[src/rtl/rnorm_pkg.sv]
package rnorm_pkg;
    parameter int EXP_W  = 11;
    parameter int FRAC_W = 52;
    parameter int GRS_W  = 3;

    localparam int SIG_W   = FRAC_W + 1;
    localparam int NORM_W  = SIG_W + GRS_W;
    localparam int MAG_W   = NORM_W + 1;
    localparam int SUM_W   = MAG_W + 1;
    localparam int WORD_W  = 1 + EXP_W + FRAC_W;
    localparam int EXT_W   = EXP_W + 2;
    localparam int LZ_W    = $clog2(NORM_W);
    localparam int FLAG_W  = 7;
    localparam logic [EXP_W-1:0] EXP_ONES = '1;

    typedef enum logic [2:0] {
        SIG_KEEP, SIG_RSH1, SIG_LSH, SIG_CLAMP, SIG_ZERO
    } sig_act_e;

    typedef enum logic [1:0] {
        EXA_SAME, EXA_INC, EXA_SUB, EXA_ZERO
    } exp_act_e;

    typedef struct packed {
        logic [NORM_W-1:0] sig;
        logic [EXT_W-1:0]  exp;
        sig_act_e          act;
    } norm_t;

    typedef struct packed {
        logic invalid;
        logic inexact;
        logic denormal;
        logic overshift;
        logic nan;
        logic overflow;
        logic zero;
    } flags_t;

    function automatic logic [WORD_W-1:0] quiet_nan();
        return {1'b0, EXP_ONES, 1'b1, {(FRAC_W-1){1'b0}}};
    endfunction
endpackage

[src/rtl/rnorm_lod.sv]
module rnorm_lod
    import rnorm_pkg::*;
#(
    parameter int W = NORM_W,
    localparam int ZW = $clog2(W)
) (
    input  logic [W-1:0]  vec_i,
    output logic [ZW-1:0] lzc_o,
    output logic          none_o
);
    // Priority scan from LSB upward; the highest set bit wins the last write.
    always_comb begin
        lzc_o  = '0;
        none_o = 1'b1;
        for (int i = 0; i < W; i++) begin
            if (vec_i[i]) begin
                lzc_o  = ZW'(W - 1 - i);
                none_o = 1'b0;
            end
        end
    end
endmodule

[src/rtl/rnorm_align.sv]
module rnorm_align
    import rnorm_pkg::*;
(
    input  logic [MAG_W-1:0] mag_i,
    input  logic [EXP_W-1:0] exp_i,
    output norm_t            norm_o
);
    logic [LZ_W-1:0]  lzc;
    logic             none;
    logic [EXT_W-1:0] room, lz_ext, shamt;
    sig_act_e         sact;
    exp_act_e         eact;

    rnorm_lod #(.W(NORM_W)) u_lod (
        .vec_i  (mag_i[NORM_W-1:0]),
        .lzc_o  (lzc),
        .none_o (none)
    );

    assign room   = EXT_W'(exp_i) - EXT_W'(1);
    assign lz_ext = EXT_W'(lzc);

    always_comb begin
        shamt = '0;
        if (mag_i[MAG_W-1]) begin
            sact = SIG_RSH1;
            eact = EXA_INC;
        end else if (none) begin
            sact = SIG_ZERO;
            eact = EXA_ZERO;
        end else if (lz_ext <= room) begin
            shamt = lz_ext;
            sact  = (lzc == '0) ? SIG_KEEP : SIG_LSH;
            eact  = (lzc == '0) ? EXA_SAME : EXA_SUB;
        end else begin
            shamt = room;
            sact  = SIG_CLAMP;
            eact  = EXA_SUB;
        end
    end

    always_comb begin
        norm_o.act = sact;
        unique case (sact)
            SIG_KEEP:  norm_o.sig = mag_i[NORM_W-1:0];
            SIG_RSH1:  norm_o.sig = {mag_i[MAG_W-1:2], |mag_i[1:0]};
            SIG_LSH,
            SIG_CLAMP: norm_o.sig = mag_i[NORM_W-1:0] << shamt;
            default:   norm_o.sig = '0;
        endcase
        unique case (eact)
            EXA_SAME: norm_o.exp = EXT_W'(exp_i);
            EXA_INC:  norm_o.exp = EXT_W'(exp_i) + EXT_W'(1);
            EXA_SUB:  norm_o.exp = EXT_W'(exp_i) - shamt;
            default:  norm_o.exp = '0;
        endcase
    end

    always_comb begin
        if (norm_o.act == SIG_KEEP || norm_o.act == SIG_RSH1 || norm_o.act == SIG_LSH) begin

            lead_one_chk: assert (norm_o.sig[NORM_W-1]);
        end
        if (norm_o.act == SIG_CLAMP) begin

            clamp_short_chk: assert (!norm_o.sig[NORM_W-1]);
        end
    end
endmodule

[src/rtl/rnorm_round.sv]
module rnorm_round
    import rnorm_pkg::*;
(
    input  norm_t              norm_i,
    input  logic               sign_i,
    output logic [WORD_W-1:0]  word_o,
    output logic               zero_o,
    output logic               ovf_o,
    output logic               den_o,
    output logic               inexact_o
);
    logic             lsb, guard, rest, up;
    logic [SIG_W:0]   rsum;
    logic [SIG_W-1:0] sig_f;
    logic [EXT_W-1:0] exp_f;
    logic [EXP_W-1:0] fexp;
    logic [FRAC_W-1:0] ffrac;

    assign lsb   = norm_i.sig[GRS_W];
    assign guard = norm_i.sig[GRS_W-1];
    assign rest  = |norm_i.sig[GRS_W-2:0];
    assign up    = guard & (rest | lsb);
    assign rsum  = {1'b0, norm_i.sig[NORM_W-1:GRS_W]} + (SIG_W+1)'(up);

    always_comb begin
        if (rsum[SIG_W]) begin
            sig_f = rsum[SIG_W:1];
            exp_f = norm_i.exp + EXT_W'(1);
        end else begin
            sig_f = rsum[SIG_W-1:0];
            exp_f = norm_i.exp;
        end
        ovf_o = exp_f >= EXT_W'(EXP_ONES);
        if (ovf_o) begin
            fexp  = EXP_ONES;
            ffrac = '0;
        end else begin
            fexp  = sig_f[SIG_W-1] ? exp_f[EXP_W-1:0] : '0;
            ffrac = sig_f[FRAC_W-1:0];
        end
        word_o    = {sign_i, fexp, ffrac};
        inexact_o = (|norm_i.sig[GRS_W-1:0]) | ovf_o;
        zero_o    = !ovf_o && fexp == '0 && ffrac == '0;
        den_o     = !ovf_o && fexp == '0 && ffrac != '0;
    end
endmodule

[src/rtl/fp_sum_renorm.sv]
module fp_sum_renorm
    import rnorm_pkg::*;
(
    input  logic              clk,
    input  logic              rst,
    input  logic              in_valid,
    input  logic [SUM_W-1:0]  sum_i,
    input  logic [EXP_W-1:0]  exp_i,
    input  logic              sign_i,
    input  logic              nan_i,
    input  logic              inf_i,
    input  logic              invalid_i,
    input  logic              overshift_i,
    output logic              out_valid,
    output logic [WORD_W-1:0] result_o,
    output logic [FLAG_W-1:0] flags_o
);
    logic              neg, sgn;
    logic [SUM_W-1:0]  negsum;
    logic [MAG_W-1:0]  mag;
    norm_t             nrm;
    logic [WORD_W-1:0] fin_word, res_d, res_q;
    logic              f_zero, f_ovf, f_den, f_inex;
    flags_t            flg_d, flg_q;

    assign neg    = sum_i[SUM_W-1];
    assign negsum = -sum_i;
    assign mag    = neg ? negsum[MAG_W-1:0] : sum_i[MAG_W-1:0];

    rnorm_align u_align (
        .mag_i  (mag),
        .exp_i  (exp_i),
        .norm_o (nrm)
    );

    assign sgn = (nrm.act == SIG_ZERO) ? 1'b0 : (sign_i ^ neg);

    rnorm_round u_round (
        .norm_i    (nrm),
        .sign_i    (sgn),
        .word_o    (fin_word),
        .zero_o    (f_zero),
        .ovf_o     (f_ovf),
        .den_o     (f_den),
        .inexact_o (f_inex)
    );

    always_comb begin
        flg_d = '0;
        if (nan_i || invalid_i) begin
            res_d         = quiet_nan();
            flg_d.nan     = 1'b1;
            flg_d.invalid = invalid_i;
        end else if (inf_i) begin
            res_d = {sign_i, EXP_ONES, {FRAC_W{1'b0}}};
        end else begin
            res_d           = fin_word;
            flg_d.zero      = f_zero;
            flg_d.overflow  = f_ovf;
            flg_d.denormal  = f_den;
            flg_d.inexact   = f_inex;
            flg_d.overshift = overshift_i;
        end
    end

    always_ff @(posedge clk) begin
        if (rst) begin
            out_valid <= 1'b0;
            res_q     <= '0;
            flg_q     <= '0;
        end else begin
            out_valid <= in_valid;
            if (in_valid) begin
                res_q <= res_d;
                flg_q <= flg_d;
            end
        end
    end

    assign result_o = res_q;
    assign flags_o  = flg_q;


    zero_word_chk: assert property (@(posedge clk) disable iff (rst)
        (out_valid && flg_q.zero) |-> (result_o[WORD_W-2:0] == '0));


    denorm_field_chk: assert property (@(posedge clk) disable iff (rst)
        (out_valid && flg_q.denormal) |->
        (result_o[WORD_W-2 -: EXP_W] == '0 && result_o[FRAC_W-1:0] != '0));


    no_overflow_chk: assert property (@(posedge clk) disable iff (rst)
        (out_valid && flg_q.overflow) |->
        (result_o[WORD_W-2 -: EXP_W] == EXP_ONES && result_o[FRAC_W-1:0] == '0 && flg_q.inexact));


    nan_word_chk: assert property (@(posedge clk) disable iff (rst)
        (out_valid && flg_q.nan) |-> (result_o == quiet_nan()));


    hold_idle_chk: assert property (@(posedge clk) disable iff (rst)
        !in_valid |=> (!out_valid && $stable(result_o) && $stable(flags_o)));
endmodule

[config.mk]
export PLATFORM = sky130hd
export DESIGN_NAME = fp_sum_renorm
export DESIGN_NICKNAME = d
export VERILOG_FILES = /design/src/rtl/rnorm_pkg.sv /design/src/rtl/rnorm_lod.sv /design/src/rtl/rnorm_align.sv /design/src/rtl/rnorm_round.sv /design/src/rtl/fp_sum_renorm.sv
export SDC_FILE = /design/constraint.sdc
export NUM_CORES = 1
export LEC_CHECK = 0
export ABC_AREA = 1
export CAP_MARGIN = 20
export CELL_PAD_IN_SITES_DETAIL_PLACEMENT = 1
export CELL_PAD_IN_SITES_GLOBAL_PLACEMENT = 2
export CORE_MARGIN = 2
export CORE_UTILIZATION = 30
export DETAILED_ROUTE_END_ITERATION = 10
export MAX_ROUTING_LAYER = met4
export PLACE_DENSITY_LB_ADDON = 0.25
export SYNTH_ARGS = -nofsm -noshare
export SYNTH_HDL_FRONTEND = slang
export SYNTH_SLANG_ARGS = --single-unit
export TNS_END_PERCENT = 20
[constraint.sdc]
create_clock -name clk -period 12.7 [get_ports clk]
set_input_delay 2.54 -clock clk [delete_from_list [all_inputs] [get_ports clk]]
set_output_delay 2.54 -clock clk [all_outputs]
set_load 0.02 [all_outputs]
==> results.yml <==
status:
  status: "complete, no violations"
setup_path:
  worst_path_max_delay_cell: "clkdlybuf4s50_1"
  cp.arrival_ps: 12340
  worstSetupPathType: "in -> reg"
  critPathMaxStageDelay_ps: 480
  cp-end-kind: "register"
  cp.required_ps: 12940
  crit_top_cell: "nand2_1"
  start_kind: "input port"
  crit_fanout: 32
timing:
  finClkSkew_ps: 0
  relSlewSlack: 0.451
  slew_viol_final: 0
  fin_crit_sh: 0.953
  fmax_mhz: 82.6
  setup_violations: 0
  rsz0062_at_grt: "yes"
  finalCriticalPeriod_ps: 12100
  tightest_slew_ps: 818
  fin_ws_ps: 598
  hold_viol: 0
  finalHoldWorstSlack_ps: 451
clock_network:
  clockBufferDepth: 2
  clk_pin_slew_worst_paths_ps: 60
  numCtsBuffers: 9
  clk_latency_ps: 340
  cts_root_buffer: "clkbuf_16"
  h-tree-depth: 3
  cts_tree: "built"
  cts_hold_buffers: 0
  clock-sinks: 72
grt:
  grt_pass1_vias: 18400
  antenna_found_initial: 0
  grt_pass1_wl_microns: 105000
  grt_overflow: 0
  grt_use_total: 0.287
  grt_max_degree: 71
logic_synthesis:
  synth_top_area_frac: 0.219
  async_flop_share: 0
  synthMostInstantiatedCell: "nand2_1"
  ys_types: 64
  yosys_warnings: 0
  yosys-top-cells-count: "nand2_1, nand3_1, inv_1"
  synth_ff_type: "dfxtp_1"
  ys_ff_latch: 72
  syn_area_sq_um: 13800
  avgSynthCellArea_sq_um: 5.30
  synth_top_area_cell: "nand2_1"
  synth_edf_count: 0
  synthCells: 2613
  ys_seq_area_frac: 0.104
  yosys-top-cells-area: "nand2_1, nand3_1, dfxtp_1, inv_1, nor2_1"
placement:
  io_buffer_count: 148
  placed_area_sq_um: 16400
  dp_hpwl_microns: 56100
  post-place-ws_ps: -333
  place_congestion: 0.956
layout:
  drive_above_1_share: 0.0966
  area_delta_synth_final_pct: 23.6
  nNetsFinal: 2871
  n_fill_cell: 6286
  finish.instance_area_sq_um: 17100
  num_antenna_cells: 0
  final_util: 0.376
power_and_ir_drop:
  ir_worst_vdd_mv: 0.0996
  p_per_area_nw_per_um2: 86.0
  power.leakage_nw: 7.90
  total_power_mw: 1.47
detailed_routing:
  via_per_inst: 5.35
  drc: 0
  antenna_left: 0
  drt-initial-drc-count: 1013
  vias: 18100
  wl_microns: 67700
  drt_first_pass_iters: 5
  wl_per_cell_microns: 20.1
hold_path:
  holdCritPathClass: "reg -> reg"
die:
  placementRows: 78
  die_w_microns: 219
  coreArea_sq_um: 45500
  die_height_microns: 219
  io_pins: 149
  dieArea_sq_um: 47900
  initial_core_util: 0.304
run:
  maxCapViolCount: 0
-- registers in the layout (all words and copies together) (netlist names) --
signal and flops:
flags_o 7, result_o 64, out_valid 1
-- layout make-up --
cell class	instances	area, sq um	area share
well taps	600	751	0.0439
clock inverters	6	68.8	0.00402
multi-input cells	2134	11000	0.640
inverters	289	1090	0.0637
flip-flops and latches	72	1440	0.0842
repair buffers	264	2580	0.151
clock buffers	10	229	0.0134
-- what timing repair did --
item,in CTS,in global routing
setup endpoints to repair,0,67
setup buffers,0,19
gates resized for setup,0,52
-- through the flow --
stage / setup TNS (ps) / cells
floorplan: 0 / 2617
global placement: -1.33 / 3338
detailed placement: -8470 / 3339
CTS: 0 / 3355
global route: -223 / 3375
finish: 0 / 3375
-- worst paths after layout --
path                      from            to  slack, ps  depth (start not counted)
setup / recovery      sum_i[1]    flags_o[4]        600                         62
hold / removal    result_o[12]  result_o[12]        450                          2
setup reg to reg  result_o[59]  result_o[59]      12050                          2
hold reg to reg   result_o[12]  result_o[12]        450                          2
-- cells by family (layout without fill, tap and decap cells) --
logic type	Yosys count	in the layout	synth area share
buf+inv	411	569	0.123
other cells	1	5	0.000271
fa+ha+maj	24	24	0.0222
flops	72	72	0.104
xor+xnor	108	108	0.0697
simple gates	1731	1731	0.558
compound gates	266	266	0.122
-- critical path, delay by kind of cell --
family,cells,cell delay (ps)
adders and majority gates,1,230
xor gates and xnor gates,2,430
AOI/OAI and AO/OA,4,740
and+or+nand+nor,50,7320
buffers and inverters,5,1050
-- cell usage in the layout, fill, tap and decap left out, types with 6 or more instances in the layout --
cell,count
nand2_1,804
nand3_1,488
inv_1,277
nor2_1,233
clkdlybuf4s50_1,144
buf_4,99
xor2_1,83
dfxtp_1,72
nand4_1,56
o21ai_1,51
o22ai_1,48
o21ai_0,37
nor3_1,33
a21oi_1,32
o211ai_1,31
nand2_2,25
ha_1,23
nor2_2,19
nor4_1,18
xnor2_1,17
o31ai_1,17
nor2_4,15
buf_12,13
inv_2,11
clkbuf_16,10
nand3_2,9
nor3_2,8
o41ai_1,6
o21bai_1,6
-- where the power goes --
| part | leakage (nW) | total (mW) | internal (mW) | switching (mW) |
|---|---|---|---|---|
| registers | 0.585 | 0.237 | 0.233 | 0.00402 |
| logic | 7.18 | 0.982 | 0.317 | 0.665 |
| clock network | 0.143 | 0.253 | 0.153 | 0.100 |
| total | 7.90 | 1.47 | 0.703 | 0.769 |
-- layer usage --
metal / vias up / GRT usage / share of wire
met4: 0 / 0.102 / 0.037
met1: 8650 / 0.358 / 0.45
met5: - / - / 0
met3: 92 / 0.0122 / 0.034
met2: 397 / 0.494 / 0.48
li1: 8912 / - / -
No activity file was read; power rests on OpenSTA's default activity.
